### src/rtl/dma_pkg.sv
package dma_pkg;
  localparam int unsigned AW     = 16;
  localparam int unsigned LW     = 13;
  localparam int unsigned TRIG_W = 5;
  localparam int unsigned NTRIG  = 1 << TRIG_W;
  localparam int unsigned DESC_W = 2 * AW + LW + 19;

  typedef struct packed {
    logic [AW-1:0]     src;
    logic [AW-1:0]     dst;
    logic [LW-1:0]     len;
    logic [1:0]        src_step;
    logic [1:0]        dst_step;
    logic [1:0]        xmode;
    logic              word;
    logic [TRIG_W-1:0] trig;
    logic [2:0]        vlen;
    logic              m8;
    logic              irq_en;
    logic [1:0]        prio;
  } desc_t;

  typedef enum logic [2:0] {
    S_IDLE, S_ARMED, S_RD, S_RDD, S_WR
  } state_t;
endpackage

### src/rtl/dma_trig_sel.sv
module dma_trig_sel
  import dma_pkg::*;
(
  input  logic [TRIG_W-1:0] sel_i,
  input  logic              sw_req_i,
  input  logic              prev_done_i,
  input  logic [NTRIG-1:0]  trig_i,
  output logic              hit_o
);
  always_comb begin
    unique case (sel_i)
      TRIG_W'(0): hit_o = sw_req_i;
      TRIG_W'(1): hit_o = prev_done_i;
      default:    hit_o = trig_i[sel_i];
    endcase
  end
endmodule

### src/rtl/dma_len_calc.sv
module dma_len_calc
  import dma_pkg::*;
(
  input  logic [7:0]    first_i,
  input  logic          m8_i,
  input  logic [2:0]    vlen_i,
  input  logic [LW-1:0] len_i,
  output logic          var_en_o,
  output logic [LW-1:0] total_o
);
  logic [7:0]    n;
  logic [1:0]    off;
  logic [LW-1:0] raw;

  assign n = m8_i ? {1'b0, first_i[6:0]} : first_i;

  always_comb begin
    var_en_o = 1'b1;
    unique case (vlen_i)
      3'd1:    off = 2'd1;
      3'd2:    off = 2'd0;
      3'd3:    off = 2'd2;
      3'd4:    off = 2'd3;
      default: begin off = 2'd0; var_en_o = 1'b0; end
    endcase
  end

  assign raw     = LW'(n) + LW'(off);
  assign total_o = (raw < len_i) ? raw : len_i;
endmodule

### src/rtl/dma_ptr_step.sv
module dma_ptr_step
  import dma_pkg::*;
(
  input  logic [AW-1:0] addr_i,
  input  logic [1:0]    code_i,
  input  logic          word_i,
  output logic [AW-1:0] addr_o
);
  logic [AW-1:0] step;

  always_comb begin
    unique case (code_i)
      2'd0:    step = '0;
      2'd1:    step = AW'(1);
      2'd2:    step = AW'(2);
      default: step = '1;
    endcase
    addr_o = addr_i + (word_i ? (step << 1) : step);
  end
endmodule

### src/rtl/dma_chan_engine.sv
module dma_chan_engine
  import dma_pkg::*;
(
  input  logic              clk_i,
  input  logic              rst_ni,
  input  logic [DESC_W-1:0] desc_i,
  input  logic              arm_we_i,
  input  logic [7:0]        arm_wdata_i,
  input  logic              sw_req_i,
  input  logic              prev_done_i,
  input  logic [NTRIG-1:0]  trig_i,
  input  logic              done_clr_i,
  output logic              mem_req_o,
  output logic              mem_we_o,
  output logic [AW-1:0]     mem_addr_o,
  output logic [7:0]        mem_wdata_o,
  input  logic              mem_gnt_i,
  input  logic [7:0]        mem_rdata_i,
  output logic              armed_o,
  output logic              busy_o,
  output logic              done_o,
  output logic              irq_o
);
  desc_t         d_in, cfg_q;
  state_t        state_q;
  logic [AW-1:0] src_q, dst_q, src_nxt, dst_nxt;
  logic [LW-1:0] rem_q, cnt_cur, rem_nxt, var_total;
  logic [7:0]    data_q, fbyte_q;
  logic          first_q, beat_q, done_q, irq_q;
  logic          abort_w, arm_w, hit, var_en, unit_last, unit_fire;

  assign d_in    = desc_t'(desc_i);
  assign abort_w = arm_we_i & arm_wdata_i[7];
  assign arm_w   = arm_we_i & arm_wdata_i[0] & ~arm_wdata_i[7];

  dma_trig_sel u_trig (
    .sel_i(cfg_q.trig), .sw_req_i(sw_req_i), .prev_done_i(prev_done_i),
    .trig_i(trig_i), .hit_o(hit)
  );

  dma_len_calc u_len (
    .first_i(fbyte_q), .m8_i(cfg_q.m8), .vlen_i(cfg_q.vlen),
    .len_i(cfg_q.len), .var_en_o(var_en), .total_o(var_total)
  );

  dma_ptr_step u_src_step (
    .addr_i(src_q), .code_i(cfg_q.src_step), .word_i(cfg_q.word), .addr_o(src_nxt)
  );

  dma_ptr_step u_dst_step (
    .addr_i(dst_q), .code_i(cfg_q.dst_step), .word_i(cfg_q.word), .addr_o(dst_nxt)
  );

  assign unit_last = cfg_q.word ? beat_q : 1'b1;
  assign unit_fire = (state_q == S_WR) & mem_gnt_i & unit_last;
  assign cnt_cur   = (first_q && var_en) ? var_total : rem_q;
  assign rem_nxt   = (cnt_cur <= LW'(1)) ? '0 : cnt_cur - LW'(1);

  always_ff @(posedge clk_i or negedge rst_ni) begin
    if (!rst_ni) begin
      state_q <= S_IDLE;
      cfg_q   <= '0;
      src_q   <= '0;
      dst_q   <= '0;
      rem_q   <= '0;
      data_q  <= '0;
      fbyte_q <= '0;
      first_q <= 1'b0;
      beat_q  <= 1'b0;
      done_q  <= 1'b0;
      irq_q   <= 1'b0;
    end else begin
      irq_q <= 1'b0;
      if (done_clr_i) done_q <= 1'b0;
      if (abort_w) begin
        state_q <= S_IDLE;
      end else begin
        unique case (state_q)
          S_IDLE: if (arm_w) begin
            cfg_q   <= d_in;
            src_q   <= d_in.src;
            dst_q   <= d_in.dst;
            rem_q   <= d_in.len;
            first_q <= 1'b1;
            state_q <= S_ARMED;
          end
          S_ARMED: if (hit) begin
            beat_q  <= 1'b0;
            state_q <= S_RD;
          end
          S_RD: if (mem_gnt_i) state_q <= S_RDD;
          S_RDD: begin
            data_q <= mem_rdata_i;
            if (first_q && !beat_q) fbyte_q <= mem_rdata_i;
            state_q <= S_WR;
          end
          S_WR: if (mem_gnt_i) begin
            if (!unit_last) begin
              beat_q  <= 1'b1;
              state_q <= S_RD;
            end else begin
              beat_q  <= 1'b0;
              first_q <= 1'b0;
              src_q   <= src_nxt;
              dst_q   <= dst_nxt;
              rem_q   <= rem_nxt;
              if (rem_nxt == '0) begin
                done_q <= 1'b1;
                irq_q  <= cfg_q.irq_en;
                if (cfg_q.xmode[1]) begin
                  src_q   <= cfg_q.src;
                  dst_q   <= cfg_q.dst;
                  rem_q   <= cfg_q.len;
                  first_q <= 1'b1;
                  state_q <= S_ARMED;
                end else begin
                  state_q <= S_IDLE;
                end
              end else begin
                state_q <= cfg_q.xmode[0] ? S_RD : S_ARMED;
              end
            end
          end
          default: state_q <= S_IDLE;
        endcase
      end
    end
  end

  assign mem_req_o   = (state_q == S_RD) | (state_q == S_WR);
  assign mem_we_o    = (state_q == S_WR);
  assign mem_addr_o  = ((state_q == S_WR) ? dst_q : src_q) + AW'(beat_q);
  assign mem_wdata_o = data_q;
  assign armed_o     = (state_q != S_IDLE);
  assign busy_o      = (state_q == S_RD) | (state_q == S_RDD) | (state_q == S_WR);
  assign done_o      = done_q;
  assign irq_o       = irq_q;

  a_r9_abort_disarms: assert property (@(posedge clk_i) disable iff (!rst_ni)
    abort_w |=> (!armed_o && !mem_req_o));

  a_r11_hold_request: assert property (@(posedge clk_i) disable iff (!rst_ni)
    (mem_req_o && !mem_gnt_i && !abort_w) |=>
      (mem_req_o && $stable(mem_addr_o) && $stable(mem_we_o) && $stable(mem_wdata_o)));

  a_r10_irq_sets_done: assert property (@(posedge clk_i) disable iff (!rst_ni)
    irq_o |-> done_o);

  a_r10_irq_masked: assert property (@(posedge clk_i) disable iff (!rst_ni)
    irq_o |-> cfg_q.irq_en);

  a_r2_idle_ignores_trig: assert property (@(posedge clk_i) disable iff (!rst_ni)
    (!armed_o && !arm_w) |=> !busy_o);

  a_r8_count_capped: assert property (@(posedge clk_i) disable iff (!rst_ni)
    (unit_fire && first_q && var_en) |-> (var_total <= cfg_q.len));
endmodule

### config.mk
export PLATFORM = sky130hd
export DESIGN_NAME = dma_chan_engine
export DESIGN_NICKNAME = d
export VERILOG_FILES = /design/src/rtl/dma_pkg.sv /design/src/rtl/dma_trig_sel.sv /design/src/rtl/dma_len_calc.sv /design/src/rtl/dma_ptr_step.sv /design/src/rtl/dma_chan_engine.sv
export SDC_FILE = /design/constraint.sdc
export NUM_CORES = 1
export LEC_CHECK = 0
export BUFFER_PORTS_ARGS = -buffer_cell sky130_fd_sc_hd__buf_4
export CAP_MARGIN = 20
export CORE_ASPECT_RATIO = 0.75
export CORE_MARGIN = 1.5
export CORE_UTILIZATION = 31
export DETAILED_ROUTE_END_ITERATION = 7
export GPL_ROUTABILITY_DRIVEN = 1
export SETUP_SLACK_MARGIN = 0.15
export SYNTH_ARGS = -nofsm -noshare
export SYNTH_HDL_FRONTEND = slang
export SYNTH_SLANG_ARGS = --single-unit
### constraint.sdc
create_clock -name clk_i -period 5 [get_ports clk_i]
set_clock_uncertainty 0.1 [all_clocks]
set_input_delay 0 -clock clk_i [delete_from_list [all_inputs] [get_ports clk_i]]
set_output_delay 0 -clock clk_i [all_outputs]
set_load 0.1 [all_outputs]
Word level (Yosys, flattened, before mapping)
Cells that the tools add are included.
{"block": "totals", "ff_bits": 130, "latch_bits": 0, "mem_bits_rw": 0, "romBits": 0, "inputBits": 119, "output_inout_bits": 30, "word_cells": 140, "memories": 0}
{"block": "classes", "n_addsub": 5, "n_mul": 0, "div": 0, "magnitude_cmp": 3, "n_eq_ne": 21, "n_shift": 0, "mux": 64, "bitwise": 8, "n_reduce_logical": 18}
{"op": "$mux 16", "count": 13}
{"op": "$mux 13", "count": 8}
{"op": "$pmux 16 s3", "count": 2}
{"op": "$pmux 16 s2", "count": 2}
{"op": "$add 16x16->16", "count": 2}
{"op": "$pmux 13 s2", "count": 1}
{"op": "$mux 1", "count": 23}
{"op": "$mux 3", "count": 7}
{"op": "$add 16x1->16", "count": 1}
{"op": "$pmux 3 s5", "count": 1}
{"op": "$le 13x1->1 const B", "count": 1}
{"op": "$logic_not 13->1", "count": 1}
{"op": "$lt 13x13->1", "count": 1}
{"op": "$sub 13x1->13 const B", "count": 1}
{"op": "$eq 3x2->1 const B", "count": 4}
{"op": "$add 8x2->9", "count": 1}
{"op": "$ne 3x3->1 const B", "count": 3}
{"op": "$mux 8", "count": 1}
{"op": "$reduce_and 4->1", "count": 2}
{"op": "$eq 3x1->1 const B", "count": 2}
{"op": "$eq 3x3->1 const B", "count": 2}
{"op": "$lt 5x6->1 const B", "count": 1}
{"op": "$pmux 1 s2", "count": 3}
{"op": "$pmux 2 s3", "count": 1}
{"op": "22 further kinds", "count": 35}

Longest topological paths before layout
Gate-level depths: netlist of run 1.
{"block": "depth", "depth_word": 14, "ltp_mapped": 25}

Modules after synthesis
Synthesis of run 1 repeated with hierarchy kept, for this count alone.
{"block": "hier_totals", "cells_unflattened": 897, "hier_area_um2": 9011.1}
{"module": "dma_chan_engine", "n_inst": 1, "cells_per_inst": 604, "area_per_inst_um2": 6787.8}
{"module": "dma_ptr_step at u_src_step", "n_inst": 1, "cells_per_inst": 98, "area_per_inst_um2": 713.2}
{"module": "dma_ptr_step at u_dst_step", "n_inst": 1, "cells_per_inst": 93, "area_per_inst_um2": 629.4}
{"module": "dma_len_calc", "n_inst": 1, "cells_per_inst": 70, "area_per_inst_um2": 551.8}
{"module": "dma_trig_sel", "n_inst": 1, "cells_per_inst": 32, "area_per_inst_um2": 329.1}

Worst setup path before layout of run 1
No wires, ideal clock.
{"block": "synth_timing", "path_type": "register -> register", "start": "register cfg_q[5] in the netlist's numbering", "end": "register dst_q[12]", "setup_time_ns": 0.126, "arrival_time_ns": 4.907, "required_time_ns": 4.774, "slack_ns": -0.133, "stages_incl_launch_ff": 24, "synth_period_minus_slack_ns": 5.133, "cell_sequence": "dfrtp_1 > nor2_1 > and2_1 > o21bai_1 > ha_1 > a21o_1 > nand3_1 > xnor2_1 > ha_1 > and3_1 > nand3_1 > and3_1 > buf_6 > a21o_1 > buf_6 > a311oi_4 > o211ai_4 > or4_4 > o221a_2 > and4bb_1 > o21a_1 > nor2_1 > buf_4 > a221o_1"}
{"block": "synth_via", "elab_chain_len": 13, "elab_cells_between_ends": 20, "cone_classes": "add/sub (2); order compare (2); eq/ne (4); mux (9); reduce/logical (3)"}
{"element": "start, declared", "line_no": "dma_chan_engine.sv:24", "text": "desc_t d_in, cfg_q;"}
{"element": "start signal, assigned", "line_no": "dma_chan_engine.sv:80", "text": "cfg_q <= d_in;"}
{"element": "$eq 3x3->1 (tied with other cells)", "line_no": "dma_len_calc.sv:19", "text": "unique case (vlen_i)"}
{"element": "$pmux 2 s3", "line_no": "dma_len_calc.sv:19"}
{"element": "$add 8x2->9", "line_no": "dma_len_calc.sv:28", "text": "assign raw = LW'(n) + LW'(off);"}
{"element": "$lt 13x13->1", "line_no": "dma_len_calc.sv:29", "text": "assign total_o = (raw < len_i) ? raw : len_i;"}
{"element": "$mux 13", "line_no": "dma_len_calc.sv:29"}
{"element": "$mux 13 *", "line_no": "dma_chan_engine.sv:56", "text": "assign cnt_cur = (first_q && var_en) ? var_total : rem_q;"}
{"element": "$sub 13x1->13 / $le 13x1->1 (equally long branches)", "line_no": "dma_chan_engine.sv:57", "text": "assign rem_nxt = (cnt_cur <= LW'(1)) ? '0 : cnt_cur - LW'(1);"}
{"element": "$mux 13 *", "line_no": "dma_chan_engine.sv:57"}
{"element": "$logic_not 13->1 *", "line_no": "dma_chan_engine.sv:107", "text": "if (rem_nxt == '0) begin"}
{"element": "$mux 16 *", "line_no": "dma_chan_engine.sv:107"}
{"element": "$mux 16 *", "line_no": "dma_chan_engine.sv:98", "text": "if (!unit_last) begin"}
{"element": "$mux 16 *", "line_no": "dma_chan_engine.sv:97", "text": "S_WR: if (mem_gnt_i) begin"}
{"element": "$pmux 16 s2 *", "line_no": "dma_chan_engine.sv:78", "text": "unique case (state_q)"}
{"element": "end signal, assigned", "line_no": "dma_chan_engine.sv:82", "text": "dst_q <= d_in.dst;"}
{"element": "end signal, assigned", "line_no": "dma_chan_engine.sv:105", "text": "dst_q <= dst_nxt;"}
{"element": "end signal, assigned", "line_no": "dma_chan_engine.sv:112", "text": "dst_q <= cfg_q.dst;"}
{"element": "end, declared", "line_no": "dma_chan_engine.sv:26", "text": "logic [AW-1:0] src_q, dst_q, src_nxt, dst_nxt;"}
Every way passes the cells marked *; elsewhere a longest branch is shown, timed or not. The select of a mux whose other input is x is not followed.
A chain may end at the register's enable or synchronous reset.

Worst setup path after layout of run 1
{"block": "layout_timing", "start": "register cfg_q[4] in the netlist's numbering", "end": "register src_q[3]"}
{"block": "layout_via", "elab_chain_len": 13, "elab_cells_between_ends": 20, "cone_classes": "add/sub (2); order compare (2); eq/ne (4); mux (9); reduce/logical (3)"}
{"element": "$eq 3x3->1 (tied with other cells)", "line_no": "dma_len_calc.sv:19"}
{"element": "$pmux 2 s3", "line_no": "dma_len_calc.sv:19"}
{"element": "$add 8x2->9", "line_no": "dma_len_calc.sv:28"}
{"element": "$lt 13x13->1", "line_no": "dma_len_calc.sv:29"}
{"element": "$mux 13", "line_no": "dma_len_calc.sv:29"}
{"element": "$mux 13 *", "line_no": "dma_chan_engine.sv:56"}
{"element": "$sub 13x1->13 / $le 13x1->1 (equally long branches)", "line_no": "dma_chan_engine.sv:57"}
{"element": "$mux 13 *", "line_no": "dma_chan_engine.sv:57"}
{"element": "$logic_not 13->1 *", "line_no": "dma_chan_engine.sv:107"}
{"element": "$mux 16 *", "line_no": "dma_chan_engine.sv:107"}
{"element": "$mux 16 *", "line_no": "dma_chan_engine.sv:98"}
{"element": "$mux 16 *", "line_no": "dma_chan_engine.sv:97"}
{"element": "$pmux 16 s2 *", "line_no": "dma_chan_engine.sv:78"}
{"element": "end signal, assigned", "line_no": "dma_chan_engine.sv:81", "text": "src_q <= d_in.src;"}
{"element": "end signal, assigned", "line_no": "dma_chan_engine.sv:104", "text": "src_q <= src_nxt;"}
{"element": "end signal, assigned", "line_no": "dma_chan_engine.sv:111", "text": "src_q <= cfg_q.src;"}
{"element": "end, declared", "line_no": "dma_chan_engine.sv:26"}
Marked as above.

==> metrics, run 1 <==
global-route wire length before repair=45560 um; cell area power density=738.1 nW/um^2; biggest area consumer among synthesized cells=dfrtp_1; horizontal die dimension=196.9 um; num rows=53; area of the core region=27850 um^2; ratio of final minimum period to clock period=1.090; setup-violating endpoint count in the final report=48; number of top-level pins=149; leakage dissipation=0.005562 uW; final non-filler cell area=12680 um^2; maximum ir drop on the vdd rail=0.4691 mV; async set or reset register ratio after synthesis=1.000; max-capacitance violation count=0; maximum number of pins on one net before global-route repair=89; final net count=1340; CTS Sinks=130; type of the setup path with the least slack=flip-flop to flip-flop; required time of the critical path=5.21 ns; synthesized area=8737 um^2; final critical delay including setup and external delays=5.451 ns; placed cell area=10630 um^2; CTS tree=done; Final Hold Vio Count=0; maximum fanout along the worst path=6; fraction of layout instances using a drive strength above 1=0.3457; count of flip-flops with a built-in enable after synthesis=0; Buffers on Ports=138; effective utilization at floorplan=0.3137; post-synthesis register bit count=130; worst hold slack after final layout=0.1218 ns; Max-Slew Margin vs Limit=0.3617; diodes inserted=0; number of cells in the design after placement=1405; First-pass DRT Iterations=7; final instance count without filler cells=1543; area of the die=29210 um^2; fmax=0.1835 GHz; path category of the worst min-delay check=input pin to async pin; height of the chip=148.4 um; biggest area contributors in the synthesized netlist=dfrtp_1 (37%), mux2_2 (8.6%), ha_1 (6.3%); source-to-sink clock delay at the later pin of the worst-skew pair=0.43 ns; vias in the first global route=8182; slack of the worst reg-to-reg path=-0.45 ns; Synth Area per Inst=9.806 um^2; failing checks=negative setup slack; antenna violations before repair=0; CTS clk-pin slew, worst paths=0.06 ns; area growth from synthesis to layout=45.12%; Total Routing Usage GR=0.2003; slack of the critical path=-0.4510 ns; endpoint of the worst register-to-register path=src_q[3]; arrival time reported for the critical path endpoint=5.66 ns; fill count=2648; Net Count, Synth=1057; nature of the critical path endpoint=flip-flop; area share of the largest cell type after synthesis=0.3723; routed wire length=28860 um; measured slew at the worst slew-check pin=0.9574 ns; routability congestion estimate from global placement=0.8718; Setup WS pre-CTS=-0.9058 ns; vias post-DR=8177; number of warning messages in the yosys log=0; post-DR wirelength/cell=18.71 um; number of cell instances on the worst register-to-register path=26; result of the run=complete, but fails checks; sequential cell area fraction in the yosys report=0.3723; number of DRC violations after detailed-routing iteration 0=566; Cells after Synth=891; post-detailed-route DRC marker count=0; startpoint type of the worst setup path=flip-flop; Pins Over Slew Limit=0; number of H-tree levels=4; RSZ-0062 raised after global routing=yes; total congestion overflow after global routing=0; placed wire-length estimate=19290 um; most frequently used flop master after synthesis=dfrtp_1; cts bufs inserted=17; buffer cell driving the clock tree root=clkbuf_16; drt via density=5.299; Synth cell types=76; post-detailed-route count of antenna-violating nets=0; Reg2Reg Launch Point=cfg_q[4]; worst-case clock buffer depth=2
==> final cells by class <==
class                   count  area (um^2)  share of cell area
flip-flops and latches    130         3253              0.2566
inverters                  34        127.6             0.01007
repair buffers            307         2686              0.2119
clock buffers              22        464.2             0.03661
well taps                 357        446.7             0.03523
clock inverters             9        107.6            0.008486
multi-input cells         684         5594              0.4412
==> layout by cell type (no fill, tap or decap), drive strengths merged, types with 13 or more instances in the layout <==
cell type and instances:
buf 228, dfrtp 130, nand2 79, dlygate4sd3 76, mux2 67, o21ai 51, nor2 49, a21oi 48
ha 44, nand3 43, xnor2 35, inv 33, clkbuf 25, a221o 20, mux2i 19, nor3 19
a21o 17, xor2 17, or3 14, and2 14, a22o 13
==> registers in the layout, indices dropped and copies added (netlist names) <==
name         flops
cfg_q           62
dst_q           16
src_q           16
rem_q           13
fbyte_q          8
mem_wdata_o      8
state_q          3
beat_q           1
done_o           1
first_q          1
irq_o            1
==> synth_stat cells (10+ instances only) <==
master / instances
nand2_1: 78
a221o_1: 20
xnor2_1: 35
or3_1: 14
mux4_2: 10
a21o_1: 17
a22o_1: 13
o21ai_0: 42
nand3_1: 42
clkbuf_1: 32
nor3_1: 19
xor2_1: 17
mux2_2: 67
dfrtp_1: 130
a21oi_1: 48
nor2_1: 47
mux2i_1: 19
inv_1: 32
ha_1: 44
and2_1: 14
==> metrics by stage <==
stage	utilization	setup TNS, ns	power (uW)
6_report	0.4553	-17.74	9359
5_1_grt	0.4553	-25.74	9952
4_1_cts	0.4455	-6.535	9019
3_5_place_dp	0.3817	-25.11	7361
3_3_place_gp	0.3817	-18.85	7272
2_1_floorplan	-	-1.691	5832
==> worst max-delay path by stage <==
| stage | startpoint | endpoint | slack (ns) |
|---|---|---|---|
| CTS | cfg_q[4] | dst_q[12] | -0.23 |
| global route | cfg_q[4] | dst_q[0] | -0.60 |
| floorplan | cfg_q[6] | dst_q[5] | -0.09 |
| finish | cfg_q[4] | src_q[3] | -0.45 |
| global placement | cfg_q[6] | dst_q[3] | -0.74 |
| detailed placement | cfg_q[4] | dst_q[2] | -0.91 |
==> logic make-up (layout without fill, tap and decap cells) <==
| logic type | Yosys count | after routing | share of synthesized area |
|---|---|---|---|
| fa+ha+maj | 47 | 47 | 0.06988 |
| simple gates | 260 | 262 | 0.1452 |
| flops | 130 | 130 | 0.3723 |
| compound gates | 227 | 227 | 0.1889 |
| mux | 96 | 96 | 0.1339 |
| xor+xnor | 52 | 52 | 0.05213 |
| buf+inv | 79 | 372 | 0.03766 |
==> timing repair <==
item | in CTS | in global routing
hold endpoints to repair | 215 | 0
hold buffers | 76 | 0
buffers inserted | 13 | 11
pin swaps | 23 | 46
endpoints found under the setup margin | 49 | 50
cloned | 5 | 2
resized for setup | 53 | 28
==> routing by layer <==
layer / track usage / part of all wire / vias to the layer above
met5: 0 / 0 / -
met4: 0.04962 / 0.012 / 0
met3: 0.04331 / 0.051 / 20
met2: 0.3078 / 0.45 / 239
met1: 0.2857 / 0.49 / 4028
li1: - / - / 3890
==> power by group <==
| part | internal (uW) | switching (uW) | leakage, uW | total [uW] |
|---|---|---|---|---|
| logic | 2610 | 3420 | 0.00373 | 6030 |
| clock network | 755 | 487 | 0.000264 | 1240 |
| registers | 1560 | 534 | 0.00157 | 2090 |
| total | 4920 | 4440 | 0.00556 | 9360 |
==> critical path, cell delays in order, from the launching register on <==
cell and delay (ns):
dfrtp_1 0.44, nor2_2 0.09, and2_4 0.16, o21bai_4 0.18, ha_4 0.27, a21o_1 0.17, buf_4 0.13, buf_4 0.09
nand2_1 0.05, xnor2_1 0.30, ha_1 0.24, nand3_2 0.08, and3_4 0.21, a21o_4 0.25, buf_8 0.15, a311oi_4 0.32
nand3_2 0.14, buf_6 0.16, o31a_1 0.29, o211ai_1 0.23, and4bb_2 0.30, buf_6 0.12, o21ai_4 0.16, buf_12 0.15
nor2_4 0.06, clkbuf_16 0.18, a221o_1 0.31
No activity file was read; power rests on OpenSTA's default activity.
==> run 2: changes to the inputs <==
- SYNTH_HIERARCHICAL: unset -> 1
==> metrics, run 2 <==
area growth from synthesis to layout=40.72%; fraction of layout instances using a drive strength above 1=0.3450; Pins Over Slew Limit=0; most frequent cell after synthesis=dfrtp_1; critical path launch point=cfg_q[4]; routed wire length=28100 um; required time of the critical path=5.26 ns; Final Hold Vio Count=0; placed wire-length estimate=19840 um; worst hold slack after final layout=0.06223 ns; First-pass DRT Iterations=5; placed cell area=10900 um^2; most frequently used flop master after synthesis=dfrtp_1; number of cells in the design after placement=1431; startpoint type of the worst setup path=flip-flop; number of warning messages in the yosys log=6; Post-Route M1 WL=14240 um; delay of the slowest cell on the worst path=0.42 ns; max-capacitance violation count=0; maximum ir drop on the vdd rail=0.3615 mV; final non-filler cell area=12680 um^2; failing checks=negative setup slack; Buffers on Ports=140; number of top-level pins=149; post-DR wirelength/cell=17.99 um; biggest area contributors in the synthesized netlist=dfrtp_1 (36%), mux2_2 (11%), mux2i_1 (7.8%); result of the run=complete, but fails checks; final net count=1302; endpoint of the worst register-to-register path=state_q[0]; drt via density=5.224; fmax=0.1825 GHz; ranking of synthesized cells by instance count=dfrtp_1 (130), mux2_2 (85), mux2i_1 (70), o21ai_0 (52), nand2_1 (47); count of flip-flops with a built-in enable after synthesis=0; amount of wire on met2 after detailed routing=12150 um; number of DRC violations after detailed-routing iteration 0=539; number of buffers and inverters on the critical path=3; Synth cell types=84; register with the highest flop count=cfg_q; Max-Slew Margin vs Limit=0.3736; Largest register FFs=62; cell area power density=710.4 nW/um^2; most common cell after layout, fill and taps aside=buf_4; global-route wire length before repair=44990 um; maximum number of pins on one net before global-route repair=73; Critical-path top delay cell=dfrtp_1; measured slew at the worst slew-check pin=0.9396 ns; registers with the highest flip-flop counts=cfg_q x62, dst_q x16, src_q x16; vias in the first global route=8003; Crit path max-delay family=compound AO/OA/AOI/OAI gates; source-to-sink clock delay at the later pin of the worst-skew pair=0.44 ns; synthesized area=9011 um^2; arrival time reported for the critical path endpoint=5.74 ns; type of the setup path with the least slack=flip-flop to flip-flop; horizontal die dimension=199.9 um; Setup WS pre-CTS=-0.8354 ns; height of the chip=150.7 um; final critical delay including setup and external delays=5.479 ns; number of cell instances on the worst register-to-register path=26; setup-violating endpoint count in the final report=50; path category of the worst min-delay check=input pin to async pin; slack of the critical path=-0.4795 ns; nature of the critical path endpoint=flip-flop; post-detailed-route DRC marker count=0; post-detailed-route count of antenna-violating nets=0; biggest area consumer among synthesized cells=dfrtp_1; buffer cell driving the clock tree root=clkbuf_16; Synth Area per Inst=10.05 um^2; effective utilization at floorplan=0.3182; uppermost metal layer occupied by signal nets=met4; CTS Sinks=130; sequential cell area fraction in the yosys report=0.3610; num rows=53; Routed met3 length=1198 um; cts bufs inserted=17; Total Routing Usage GR=0.1936; worst-case clock buffer depth=2; maximum fanout along the worst path=5; slack of the worst reg-to-reg path=-0.48 ns; most used cells in the layout excluding fill and tap cells=buf_4 (208), dfrtp_1 (130), mux2_2 (83); area share of the largest cell type after synthesis=0.3610; ratio of final minimum period to clock period=1.096; number of H-tree levels=4; vias post-DR=8160; total congestion overflow after global routing=0; area of the die=30110 um^2; leakage dissipation=0.005680 uW; final instance count without filler cells=1562; CTS clk-pin slew, worst paths=0.06 ns; Final Power=9008 uW; routability congestion estimate from global placement=0.8974; fill count=2739; Cells after Synth=897; Reg2Reg Launch Point=cfg_q[4]; async set or reset register ratio after synthesis=1.000; area of the core region=28320 um^2; RSZ-0062 raised after global routing=yes; post-synthesis register bit count=130; CTS tree=done; antenna violations before repair=3
==> run 2: cell count changes in the layout (fill, tap and decap cells not counted), sizes merged, moves of 9 or more <==
cell   change
nand2     -30
ha        -25
buf        -9
a221o     -10
mux2i     +51
mux2      +19
a21o      -14
xor2      +14
a21oi     -21
a22oi     +31
==> run 2: power breakdown <==
part	switching [uW]	internal, uW	leakage [uW]
Combinational	2920	2420	0.00380
Clock	532	804	0.000290
Sequential	784	1550	0.00159
==> run 2: cell families after synthesis <==
family	count (synthesis)	share of synthesized area
and+or+nand+nor	244	0.1500
AOI/OAI and AO/OA	196	0.1536
muxes	163	0.2044
DFF	130	0.3610
buffers and inverters	81	0.03929
xor gates and xnor gates	60	0.05832
adders and majority gates	22	0.03305
other	1	0.0004162
==> run 2: timing repair <==
item,CTS,global route
hold buffers,76,0
hold endpoints to repair,200,0
resized for setup,46,9
pin swaps,25,5
gates cloned,2,0
setup endpoints to repair,50,52
setup buffers,13,5
==> run 2: worst max path at each step <==
stage | to | slack, ns | depth (start not counted)
CTS | state_q[0] | -0.43 | 25
global route | src_q[3] | -0.73 | 26
global placement | rem_q[5] | -0.73 | 21
floorplan | state_q[0] | -0.23 | 24
finish | state_q[0] | -0.48 | 26
detailed placement | rem_q[11] | -0.84 | 21
==> run 2: cell type report <==
type	count	area (um^2)	area share
Multi-Input combinational cell	689	5699	0.4494
Timing Repair Buffer	295	2517	0.1985
Sequential cell	130	3253	0.2565
Clock inverter	14	177.7	0.01401
Inverter	28	105.1	0.008288
Tap cell	385	481.7	0.03799
Antenna cell	3	7.507	0.0005920
Clock buffer	18	439.2	0.03463
==> run 2: per-stage QoR <==
stage,utilization,setup TNS (ns)
after global routing,0.4478,-32.07
final,0.4478,-19.64
after floorplan,-,-7.336
after detailed placement,0.3848,-27.64
after CTS,0.4444,-17.09
after global placement,0.3848,-24.09
==> run 2: routing by layer <==
metal	up-vias	track usage
met5	-	0
met4	0	0.05677
met3	28	0.03965
met2	217	0.2802
met1	4032	0.2871
li1	3883	-
